**src/rtl/adcHostPkg.sv**
```systemverilog
package adcHostPkg;
  typedef struct packed {
    logic loadCfg;     // accept a new channel/mode word
    logic beginFrame;  // strobe falls, first data bit goes out
    logic sampleEdge;  // sck rises, capture sdo
    logic launchEdge;  // sck falls within the frame, next sdi bit
    logic finish;      // final sck fall, publish result
  } ctlStrobes_t;
endpackage

```
**src/rtl/adcHostCtrl.sv**
```systemverilog
module adcHostCtrl
  import adcHostPkg::*;
#(
  parameter int CONV_CYCLES = 20,
  parameter int HALF_CYCLES = 2,
  parameter int RES_BITS    = 12
) (
  input  logic        clk,
  input  logic        rstN,
  input  logic        startReq,
  input  logic        sleepHold,
  output logic        convStrobe,
  output logic        sck,
  output logic        busy,
  output ctlStrobes_t strobes
);
  localparam int MAX_CNT = (CONV_CYCLES > HALF_CYCLES) ? CONV_CYCLES : HALF_CYCLES;
  localparam int CNT_W   = $clog2(MAX_CNT + 1);
  localparam int BIT_W   = $clog2(RES_BITS + 1);

  typedef enum logic [1:0] {IDLE, CONV, SLEEP, SHIFT} ctlState_t;

  ctlState_t       state;
  logic [CNT_W-1:0] cnt;
  logic [BIT_W-1:0] bitCnt;
  logic            sckR, strobeR;
  logic            convDone, halfDone;

  assign convDone = (state == CONV) && (cnt == CNT_W'(CONV_CYCLES - 1));
  assign halfDone = (state == SHIFT) && (cnt == CNT_W'(HALF_CYCLES - 1));

  always_comb begin
    strobes.loadCfg    = startReq && ((state == IDLE) || (state == SLEEP));
    strobes.beginFrame = (convDone && !sleepHold) || ((state == SLEEP) && startReq);
    strobes.sampleEdge = halfDone && !sckR;
    strobes.finish     = halfDone && sckR && (bitCnt == BIT_W'(RES_BITS));
    strobes.launchEdge = halfDone && sckR && (bitCnt != BIT_W'(RES_BITS));
  end

  always_ff @(posedge clk) begin
    if (!rstN) begin
      state   <= IDLE;
      cnt     <= '0;
      bitCnt  <= '0;
      sckR    <= 1'b0;
      strobeR <= 1'b0;
    end else begin
      if (strobes.beginFrame) begin
        state   <= SHIFT;
        strobeR <= 1'b0;
        cnt     <= '0;
        bitCnt  <= '0;
      end else begin
        case (state)
          IDLE: if (startReq) begin
            strobeR <= 1'b1;
            cnt     <= '0;
            state   <= CONV;
          end
          CONV: begin
            cnt <= cnt + 1'b1;
            if (convDone) state <= SLEEP;
          end
          SLEEP: ;
          SHIFT: begin
            if (halfDone) begin
              cnt <= '0;
              if (!sckR) begin
                sckR   <= 1'b1;
                bitCnt <= bitCnt + 1'b1;
              end else begin
                sckR <= 1'b0;
                if (bitCnt == BIT_W'(RES_BITS)) state <= IDLE;
              end
            end else begin
              cnt <= cnt + 1'b1;
            end
          end
          default: state <= IDLE;
        endcase
      end
    end
  end

  assign convStrobe = strobeR;
  assign sck        = sckR;
  assign busy       = (state == CONV) || (state == SHIFT);
endmodule

```
**src/rtl/adcHostData.sv**
```systemverilog
module adcHostData
  import adcHostPkg::*;
#(
  parameter int RES_BITS = 12,
  parameter int CFG_BITS = 2
) (
  input  logic                clk,
  input  logic                rstN,
  input  ctlStrobes_t         strobes,
  input  logic [CFG_BITS-1:0] cfgIn,
  input  logic                sdo,
  output logic                sdi,
  output logic [RES_BITS-1:0] result,
  output logic [CFG_BITS-1:0] resultCfg,
  output logic                resultValid
);
  logic [CFG_BITS-1:0] curCfg, prevCfg, txReg, frameCfg;
  logic [RES_BITS-1:0] rxReg;

  assign frameCfg = strobes.loadCfg ? cfgIn : curCfg;

  always_ff @(posedge clk) begin
    if (!rstN) begin
      curCfg      <= '0;
      prevCfg     <= '0;
      txReg       <= '0;
      rxReg       <= '0;
      sdi         <= 1'b0;
      result      <= '0;
      resultCfg   <= '0;
      resultValid <= 1'b0;
    end else begin
      resultValid <= strobes.finish;
      if (strobes.loadCfg) curCfg <= cfgIn;
      if (strobes.beginFrame) begin
        sdi   <= frameCfg[CFG_BITS-1];
        txReg <= frameCfg << 1;
      end
      if (strobes.launchEdge) begin
        sdi   <= txReg[CFG_BITS-1];
        txReg <= txReg << 1;
      end
      if (strobes.sampleEdge) rxReg <= {rxReg[RES_BITS-2:0], sdo};
      if (strobes.finish) begin
        sdi       <= 1'b0;
        result    <= rxReg;
        resultCfg <= prevCfg;
        prevCfg   <= curCfg;
      end
    end
  end
endmodule

```
**src/rtl/adcHost.sv**
```systemverilog
module adcHost
  import adcHostPkg::*;
#(
  parameter int CONV_CYCLES = 20,
  parameter int HALF_CYCLES = 2,
  parameter int RES_BITS    = 12,
  parameter int CFG_BITS    = 2
) (
  input  logic                clk,
  input  logic                rstN,
  input  logic                startReq,
  input  logic [CFG_BITS-1:0] cfgIn,
  input  logic                sleepHold,
  input  logic                sdo,
  output logic                convStrobe,
  output logic                sck,
  output logic                sdi,
  output logic                busy,
  output logic                resultValid,
  output logic [RES_BITS-1:0] result,
  output logic [CFG_BITS-1:0] resultCfg
);
  ctlStrobes_t strobes;

  adcHostCtrl #(.CONV_CYCLES(CONV_CYCLES), .HALF_CYCLES(HALF_CYCLES), .RES_BITS(RES_BITS)) ctrl (
    .clk(clk), .rstN(rstN), .startReq(startReq), .sleepHold(sleepHold),
    .convStrobe(convStrobe), .sck(sck), .busy(busy), .strobes(strobes)
  );

  adcHostData #(.RES_BITS(RES_BITS), .CFG_BITS(CFG_BITS)) data (
    .clk(clk), .rstN(rstN), .strobes(strobes), .cfgIn(cfgIn), .sdo(sdo),
    .sdi(sdi), .result(result), .resultCfg(resultCfg), .resultValid(resultValid)
  );
endmodule

```
**config.mk**
```make
export PLATFORM = sky130hd
export DESIGN_NAME = adcHost
export DESIGN_NICKNAME = d
export VERILOG_FILES = /design/src/rtl/adcHostPkg.sv /design/src/rtl/adcHostCtrl.sv /design/src/rtl/adcHostData.sv /design/src/rtl/adcHost.sv
export SDC_FILE = /design/constraint.sdc
export NUM_CORES = 1
export LEC_CHECK = 0
export BUFFER_PORTS_ARGS = -buffer_cell sky130_fd_sc_hd__buf_2
export CORE_MARGIN = 3
export CORE_UTILIZATION = 25
export DETAILED_ROUTE_END_ITERATION = 16
export PLACE_DENSITY = 0.43
export SYNTH_ARGS = -nofsm -noshare
export SYNTH_HDL_FRONTEND = slang
export SYNTH_HIERARCHICAL = 1
export SYNTH_SLANG_ARGS = --single-unit
```
**constraint.sdc**
```tcl
create_clock -name clk -period 2.65 [get_ports clk]
set_input_delay 0.795 -clock clk [delete_from_list [all_inputs] [get_ports clk]]
set_output_delay 0.795 -clock clk [all_outputs]
set_load 0.005 [all_outputs]
```
== Word level (Yosys, flattened, before mapping) ==
Index checks and enable logic that the tools add are counted.

* Input bits: 7
* Register bits: 46
* Word-level logic and storage cells: 72
* Output and inout port bits: 19

* $add $sub $neg: 2
* Reductions and logical operators: 25
* Bitwise gates (word level): 3
* Eq/ne operators: 13
* Mux-type cells: 16

{| class="wikitable"
|+ Operators by type and width
! kind !! number
|-
| $mux W2 || 9
|-
| $pmux W5 S3 || 1
|-
| $mux W5 || 2
|-
| $logic_and A1 B1 Y1 || 9
|-
| $ne A3 B1 Y1 const B || 3
|-
| $ne A3 B2 Y1 const B || 2
|-
| $pmux W2 S3 || 1
|-
| $reduce_and A3 Y1 || 2
|-
| $reduce_and A6 Y1 || 1
|-
| $add A5 B1 Y5 const B || 1
|-
| $eq A5 B1 Y1 const B || 1
|-
| $eq A5 B5 Y1 const B || 1
|-
| $add A4 B1 Y4 const B || 1
|-
| $eq A2 B2 Y1 const B || 2
|-
| $eq A4 B4 Y1 const B || 1
|-
| $ne A4 B4 Y1 const B || 1
|-
| $reduce_and A2 Y1 || 2
|-
| $reduce_bool A4 Y1 || 1
|-
| $reduce_or A2 Y1 || 2
|-
| $logic_or A1 B1 Y1 || 3
|-
| $mux W1 || 3
|-
| $not A1 Y1 || 3
|-
| $reduce_bool A3 Y1 || 1
|-
| $eq A2 B1 Y1 const B || 1
|-
| other kinds (4) || 5
|}

== Depth between registers and ports, before layout ==
Gate-level depths: netlist (run 1).

* Depth in word-level cells: 6
* Depth in mapped cells: 9
* Gate-level depth less buffers: 7

== By module ==
Netlist (run 1), hierarchy kept.

{| class="wikitable"
|+ By module, submodules not included
! module !! area an instance (sq um) !! cells each !! sequential area each (sq um) !! times used
|-
| adcHostData || 1,156.1 || 107 || 660.6 || 1
|-
| adcHostCtrl || 839.6 || 95 || 260.2 || 1
|}

== Worst setup path before layout (run 1) ==
OpenSTA, ideal clock, no wires.

* Path kind: reg2reg
* From: reg ctrl.cnt[0]
* To: reg data.rxReg[10]
* Buffers on the path: 1
* Path slack: 437 ps
* Required time: 2,522 ps
* Period minus slack after synthesis: 2,213 ps
* Arrival time: 2,086 ps
* Cell stages (with the launch flop): 8
* Library setup time: 128 ps
* Cell sequence: dfxtp_1 ha_1 or4b_4 or3_2 inv_1 buf_2 mux2i_1 nor2_1

{| class="wikitable"
|+ RTL lines
! what !! line !! source
|-
| from (decl) || adcHostCtrl.sv:24 || <nowiki>logic [CNT_W-1:0] cnt;</nowiki>
|-
| from (signal assigned) || adcHostCtrl.sv:61 || <nowiki>cnt <= cnt + 1'b1;</nowiki>
|-
| from (signal assigned) || adcHostCtrl.sv:76 || <nowiki>cnt <= cnt + 1'b1;</nowiki>
|-
| to (signal assigned) || adcHostData.sv:43 || <nowiki>if (strobes.sampleEdge) rxReg <= {rxReg[RES_BITS-2:0], sdo};</nowiki>
|-
| to (decl) || adcHostData.sv:18 || <nowiki>logic [RES_BITS-1:0] rxReg;</nowiki>
|}

==> results of run 1 <==
==> logic make-up after synthesis <==
kind of cell,Yosys count
fa+ha+maj,8
mux,31
buf+inv,16
flops,46
simple gates,76
compound gates,18
xor+xnor,7
==> per-layer routing <==
| layer | vias to the layer above | GRT usage |
|---|---|---|
| li1 | 749 | - |
| met1 | 650 | 0.136 |
| met2 | 24 | 0.145 |
| met3 | 2 | 0.0308 |
| met4 | 0 | 0.0397 |
| met5 | - | 0 |
==> per-stage QoR <==
stage	hold slack, ns	area, sq um	power [mW]	utilization	instances
3_3_place_gp	0.451	2250	1.03	0.301	323
2_1_floorplan	0.453	2000	0.953	-	202
4_1_cts	0.474	2360	1.55	0.316	331
5_1_grt	0.505	2360	1.63	0.316	331
6_report	0.471	2360	1.52	0.316	331
3_5_place_dp	0.454	2250	1.02	0.301	323
==> worst max-delay path: stages (launching register included) <==
cell,delay [ns]
dfxtp_1,0.41
ha_1,0.23
or4bb_2,0.72
o31ai_4,0.34
nor2_1,0.07
a211o_1,0.28
a211oi_2,0.19
==> layout make-up <==
type                    count  area [sq um]  area share
flip-flops and latches     46           921       0.389
multi-input cells         140          1010       0.426
well taps                  99           124      0.0524
repair buffers             29           168      0.0709
clock buffers               6          72.6      0.0307
clock inverters             2          37.5      0.0159
inverters                   9          33.8      0.0143
==> worst min path at each step <==
stage                            endpoint  slack (ns)  depth (start not counted)
final                     ctrl/convStrobe        0.47                          2
after global routing             data/sdi        0.51                          2
after CTS                 ctrl/convStrobe        0.47                          2
after detailed placement  ctrl/convStrobe        0.45                          2
after global placement    ctrl/convStrobe        0.45                          2
after floorplan                  data/sdi        0.45                          2
==> layout by cell type (no fill, tap or decap), types with 2 or more instances in the layout <==
master    instances
clkbuf_8          5
ha_1              8
or2_2             2
nor4_1            2
nand3_1           2
nand2_1           8
o21a_1            2
a21oi_1           4
nor2_1           45
o21ai_0           2
or3_1             2
nor4b_1           3
buf_2            25
xnor2_1           6
buf_4             3
mux2i_1          31
nor3_1            2
dfxtp_1          46
inv_1             9
==> state kept, by name, summed over array words and instances (netlist names) <==
| name | count |
|---|---|
| data/txReg | 1 |
| data/rxReg | 12 |
| data/prevCfg | 2 |
| data/resultValid | 1 |
| ctrl/state | 2 |
| data/result | 12 |
| data/curCfg | 2 |
| ctrl/bitCnt | 4 |
| ctrl/convStrobe | 1 |
| data/sdi | 1 |
| data/resultCfg | 2 |
| ctrl/sck | 1 |
| ctrl/cnt | 5 |
==> power by group through the flow <==
stage / logic [mW] / registers [mW] / clock network [mW]
after global placement: 0.272 / 0.754 / 0
after global routing: 0.313 / 0.742 / 0.579
final: 0.264 / 0.736 / 0.518
after detailed placement: 0.266 / 0.754 / 0
after floorplan: 0.204 / 0.749 / 0
after CTS: 0.269 / 0.737 / 0.543
==> impl_results.md, run 1 <==
* Status: complete, no violations
* Final setup violation count at 0
* RSZ-0062 raised after global routing: false
* Die H at 95.3 um
* Core Footprint at 7490 sq um
* FMAX at 0.432 GHz
* DR iter-0 viols at 51
* Routed wl met3 at 190 um
* Adder-Cell Fraction of Synth Area at 0.0502
* WP data arrival at 2.53 ns
* Compound-gate portion of the synthesized area at 0.0834
* R2R Setup Slk at 0.33 ns
* Critical Path Source Type: register
* Placer Congestion at 0.745
* Reg-to-reg startpoint: ctrl/cnt[0]
* Max Used Layer: met4
* Clk_lat worst skew at 0.29 ns
* Post-synth EDFFs at 0
* Antenna violations before repair at 0
* Hold buffer count at CTS at 0
* Sequential element share of the synthesized area at 0.461
* Layout area overhead at 18.5%
* Drt total wl at 3900 um
* Post-Synth XOR/XNOR Area at 0.0307
* CTS HTree Levels at 2
* Slew headroom at 0.624
* WP data required at 2.87 ns
* Ys Warns at 6
* Seq cells post-synth at 46
* # Post-CTS Setup Buffers at 0
* Worst Slack Setup Final at 0.334 ns
* Synth cell count leaders: dfxtp_1, nor2_1, mux2i_1
* FFs w/ async S/R, synth at 0
* Hold Path Origin: ctrl/convStrobe
* CTS sink count at 46
* Crit path to: data/sdi
* Post-synthesis mux area share at 0.155
* Remaining DRCs at 0
* Leak Pwr at 0.884 nW
* Worst vdd ir at 266 uV
* Period Utilization, post-route at 0.874
* GR Overflow Total at 0
* Largest net degree at the start of global routing at 19
* Post-DP HPWL at 2820 um
* Comb pwr share at 0.174
* Pre-CTS setup slack at 0.353 ns
* Final-report max-slew violation count at 0
* CP Class: register to register
* Fin. Hold Viols at 0
* Reg-to-reg endpoint: data/sdi
* CTS Buf Count at 5
* Slew @ Worst Pin at 0.562 ns
* Min-delay worst type: register to register
* Synth cell types at 40
* Largest family of logic cells by synthesized area: simple AND/OR/NAND/NOR gates
* Max clock buf depth at 2
* GRT Overall Usage at 0.0993
* CTS root buf: clkbuf_8
* Reg clk slew, reported paths at 0.09 ns
* Clock Power Share at 0.341
* Clock Skew at 0.00595 ns
* Post_cts resized at 0
* Row cnt at 31
* Psw at 0.413 mW
* Number of fill cells at 779
* Simple-Gate Fraction of Synth Area at 0.184
* Area fraction of the dominant cell type after synthesis at 0.461
* Sequential share of power at 0.485
* Die area at 9090 sq um
* Worst reg2reg path depth at 6
* Mapped Cells at 202
* First-pass GRT wire length at 6980 um
* Met2 routed WL at 1640 um
* M1 WL at 2060 um
* Antenna-violating nets left at 0
* Final net count at 246
* Switching Fraction at 0.272
* Pre-Repair DR Iteration Count at 4
* Initial core utilization at 0.267
* CP startpoint: ctrl/cnt[0]
* CTS tree: built
* P_int at 1.11 mW
* Post-synth top area cell: dfxtp_1
* Synth area leaders: dfxtp_1, mux2i_1, nor2_1, ha_1, xnor2_1
* Mapped Area at 2000 sq um
* Syn Area/Cell at 9.88 sq um
* Post-Syn Nets at 217
* Primary FF master, synth: dfxtp_1
* Setup tns final at 0 ns
* Num ports at 26
* Routed wire per std cell at 11.8 um
* Via-per-instance ratio at 4.31
* DR vias at 1,425
* P per Cell Area at 642 nW/um^2
* Max-cap violations at 0
* IO Port Bufs at 25
* Share of layout cells above drive strength 1 at 0.198
* Vias in the first global route at 1,438
* Crit path max fanout at 8
* ANT cells at 0
* Post-route minimum period at 2.32 ns
* Worst Setup End Kind: register
* Die W at 95.3 um
Note: power is estimated with default switching activity, not from simulation.
==> inputs of run 2 (changes only) <==
--- a/config.mk
+++ b/config.mk
@@ -5,6 +5,7 @@
 export SDC_FILE = /design/constraint.sdc
 export NUM_CORES = 1
 export LEC_CHECK = 0
+export ABC_AREA = 1
 export BUFFER_PORTS_ARGS = -buffer_cell sky130_fd_sc_hd__buf_2
 export CORE_MARGIN = 3
 export CORE_UTILIZATION = 25
==> run 2 against run 1 <==
Non-clock buffer count is 4 lower. Wire length is 0.51% higher. Clock-buffer cell count is 1 lower. Core utilization is 0.75 points lower. Largest power group unchanged. Highest routed layer unchanged.
==> impl_results.md, run 2 <==
* Simple-Gate Fraction of Synth Area at 0.248
* Routed wire per std cell at 10.3 um
* RSZ-0062 raised after global routing: false
* Power Total at 1.58 mW
* Post-route minimum period at 2.19 ns
* IO Port Bufs at 25
* Most frequent cell on the critical path: inv_1
* Setup tns final at 0 ns
* Vias in the first global route at 1,505
* Antenna-violating nets left at 0
* Final Instance Area at 2310 sq um
* Worst Slack Setup Final at 0.462 ns
* DR iter-0 viols at 36
* GRT Overall Usage at 0.0941
* Hold buffer count at CTS at 0
* Layout area overhead at 15.5%
* Die area at 9110 sq um
* Slowest library cell on the worst path: dfxtp_1
* Reg-to-reg startpoint: ctrl/cnt[0]
* Slew headroom at 0.680
* FMAX at 0.457 GHz
* P per Cell Area at 686 nW/um^2
* Core Footprint at 7490 sq um
* Synth cell types at 31
* Synth cell count leaders: nand2_1, dfxtp_1, inv_1
* Worst Setup End Kind: output port
* Regs by FF count: data/result x12, data/rxReg x12, ctrl/cnt x5
* # Post-CTS Setup Buffers at 0
* Critical Path Max Stage Delay at 0.40 ns
* Sequential element share of the synthesized area at 0.461
* Post-DP HPWL at 2920 um
* Adder-Cell Fraction of Synth Area at 0.0501
* Pre-Repair DR Iteration Count at 4
* Critical Path Source Type: register
* Post-synthesis mux area share at 0
* CP Class: register to output port
* Ys Warns at 6
* Cell Area, Placed at 2210 sq um
* Max-cap violations at 0
* Synth area leaders: dfxtp_1, nand2_1, inv_1, ha_1, a21oi_1
* Final setup violation count at 0
* Num ports at 26
* Period Utilization, post-route at 0.826
* WP data required at 1.86 ns
* GR Overflow Total at 0
* CP startpoint: ctrl/state[1]
* Critical path cell sequence: inv_1 -> ha_1 -> nor2_2 -> inv_1 -> buf_2
* Commonest non-fill, non-tap cell in the layout: nand2_1
* Top-count cell post-synth: nand2_1
* Clk_lat worst skew at 0.30 ns
* Die W at 95.4 um
* ANT cells at 0
* Drt total wl at 3920 um
* Hold Path Origin: data/result[4]
* Post-synth EDFFs at 0
* Remaining DRCs at 0
* First-pass GRT wire length at 6660 um
* Syn Area/Cell at 7.87 sq um
* Final net count at 296
* Largest net degree at the start of global routing at 23
* Max clock buf depth at 2
* CTS root buf: clkbuf_8
* Clock Skew at 0.0131 ns
* Primary FF master, synth: dfxtp_1
* Placer Congestion at 0.708
* Pre-CTS setup slack at 0.671 ns
* Post-Syn Nets at 269
* Mapped Area at 2000 sq um
* Via-per-instance ratio at 4.14
* Status: complete, no violations
* DR vias at 1,577
* WP data arrival at 1.39 ns
* Min-delay worst type: register to register
* Slew @ Worst Pin at 0.476 ns
* Row cnt at 31
* Final-report max-slew violation count at 0
* CTS sink count at 46
* Die H at 95.4 um
* Largest family of logic cells by synthesized area: simple AND/OR/NAND/NOR gates
* Most frequent cells in the layout: nand2_1, dfxtp_1, inv_1
* Area fraction of the dominant cell type after synthesis at 0.461
* Mapped Cells at 254
* Seq cells post-synth at 46
* Post-synth top area cell: dfxtp_1
* Initial core utilization at 0.267
* Share of layout cells above drive strength 1 at 0.213
* Leak Pwr at 1.02 nW
* Post-Synth XOR/XNOR Area at 0.00438
* CTS tree: built
* Post_cts resized at 0
* CTS HTree Levels at 2
* Antenna violations before repair at 0
* CTS Buf Count at 5
* Compound-gate portion of the synthesized area at 0.145
* Reg clk slew, reported paths at 0.10 ns
* Fin. Hold Viols at 0
* Worst vdd ir at 219 uV
* FFs w/ async S/R, synth at 0
* Crit path max fanout at 4
-- run 2: report_power, final --
part | internal [mW] | leakage, nW | switching (mW) | total [mW]
Sequential | 0.731 | 0.372 | 0.0300 | 0.761
Clock | 0.191 | 0.0447 | 0.258 | 0.448
Combinational | 0.134 | 0.607 | 0.240 | 0.374
-- run 2: critical path: cells and delay by family (launching register included) --
family | cells | cell delay [ns]
adder cells (fa/ha/maj) | 1 | 0.23
flip-flops | 1 | 0.40
buffers and inverters | 3 | 0.26
AND/OR/NAND/NOR | 1 | 0.20
-- run 2: cells by family after synthesis --
group / Yosys count
XOR/XNOR: 1
flip-flops: 46
adder cells (fa/ha/maj): 8
AO/OA/AOI/OAI: 50
buffers and inverters: 44
AND/OR/NAND/NOR: 105
-- run 2: metal layers --
layer | track usage | up-vias | wire (um) | part of all wire
met5 | 0 | - | 0 | 0
met4 | 0.0391 | 0 | 37 | 0.0094
met3 | 0.0276 | 2 | 145 | 0.037
met2 | 0.157 | 17 | 1870 | 0.48
met1 | 0.113 | 704 | 1860 | 0.48
li1 | - | 854 | - | -
-- run 2: layout make-up --
cell class / count / area [sq um]
fillers: 825 / 5180
flip-flops and latches: 46 / 921
inverters: 39 / 149
multi-input cells: 164 / 896
repair buffers: 25 / 125
clock inverters: 3 / 25.0
well taps: 99 / 124
clock buffers: 5 / 68.8
-- run 2: path summary, 6_finish.rpt --
| kind | to | slack (ns) | cells after the start |
|---|---|---|---|
| worst min register to register | data/result[4] | 0.45 | 2 |
| worst max register to register | data/result[11] | 0.68 | 11 |
| worst max-delay path | busy | 0.46 | 5 |
| worst min-delay path | data/result[4] | 0.45 | 2 |
-- run 2: through the flow --
step / util / hold WS, ns / std cells
global route: 0.308 / 0.476 / 381
floorplan: - / 0.421 / 254
finish: 0.308 / 0.448 / 381
CTS: 0.308 / 0.453 / 381
detailed placement: 0.296 / 0.432 / 373
global placement: 0.296 / 0.427 / 373
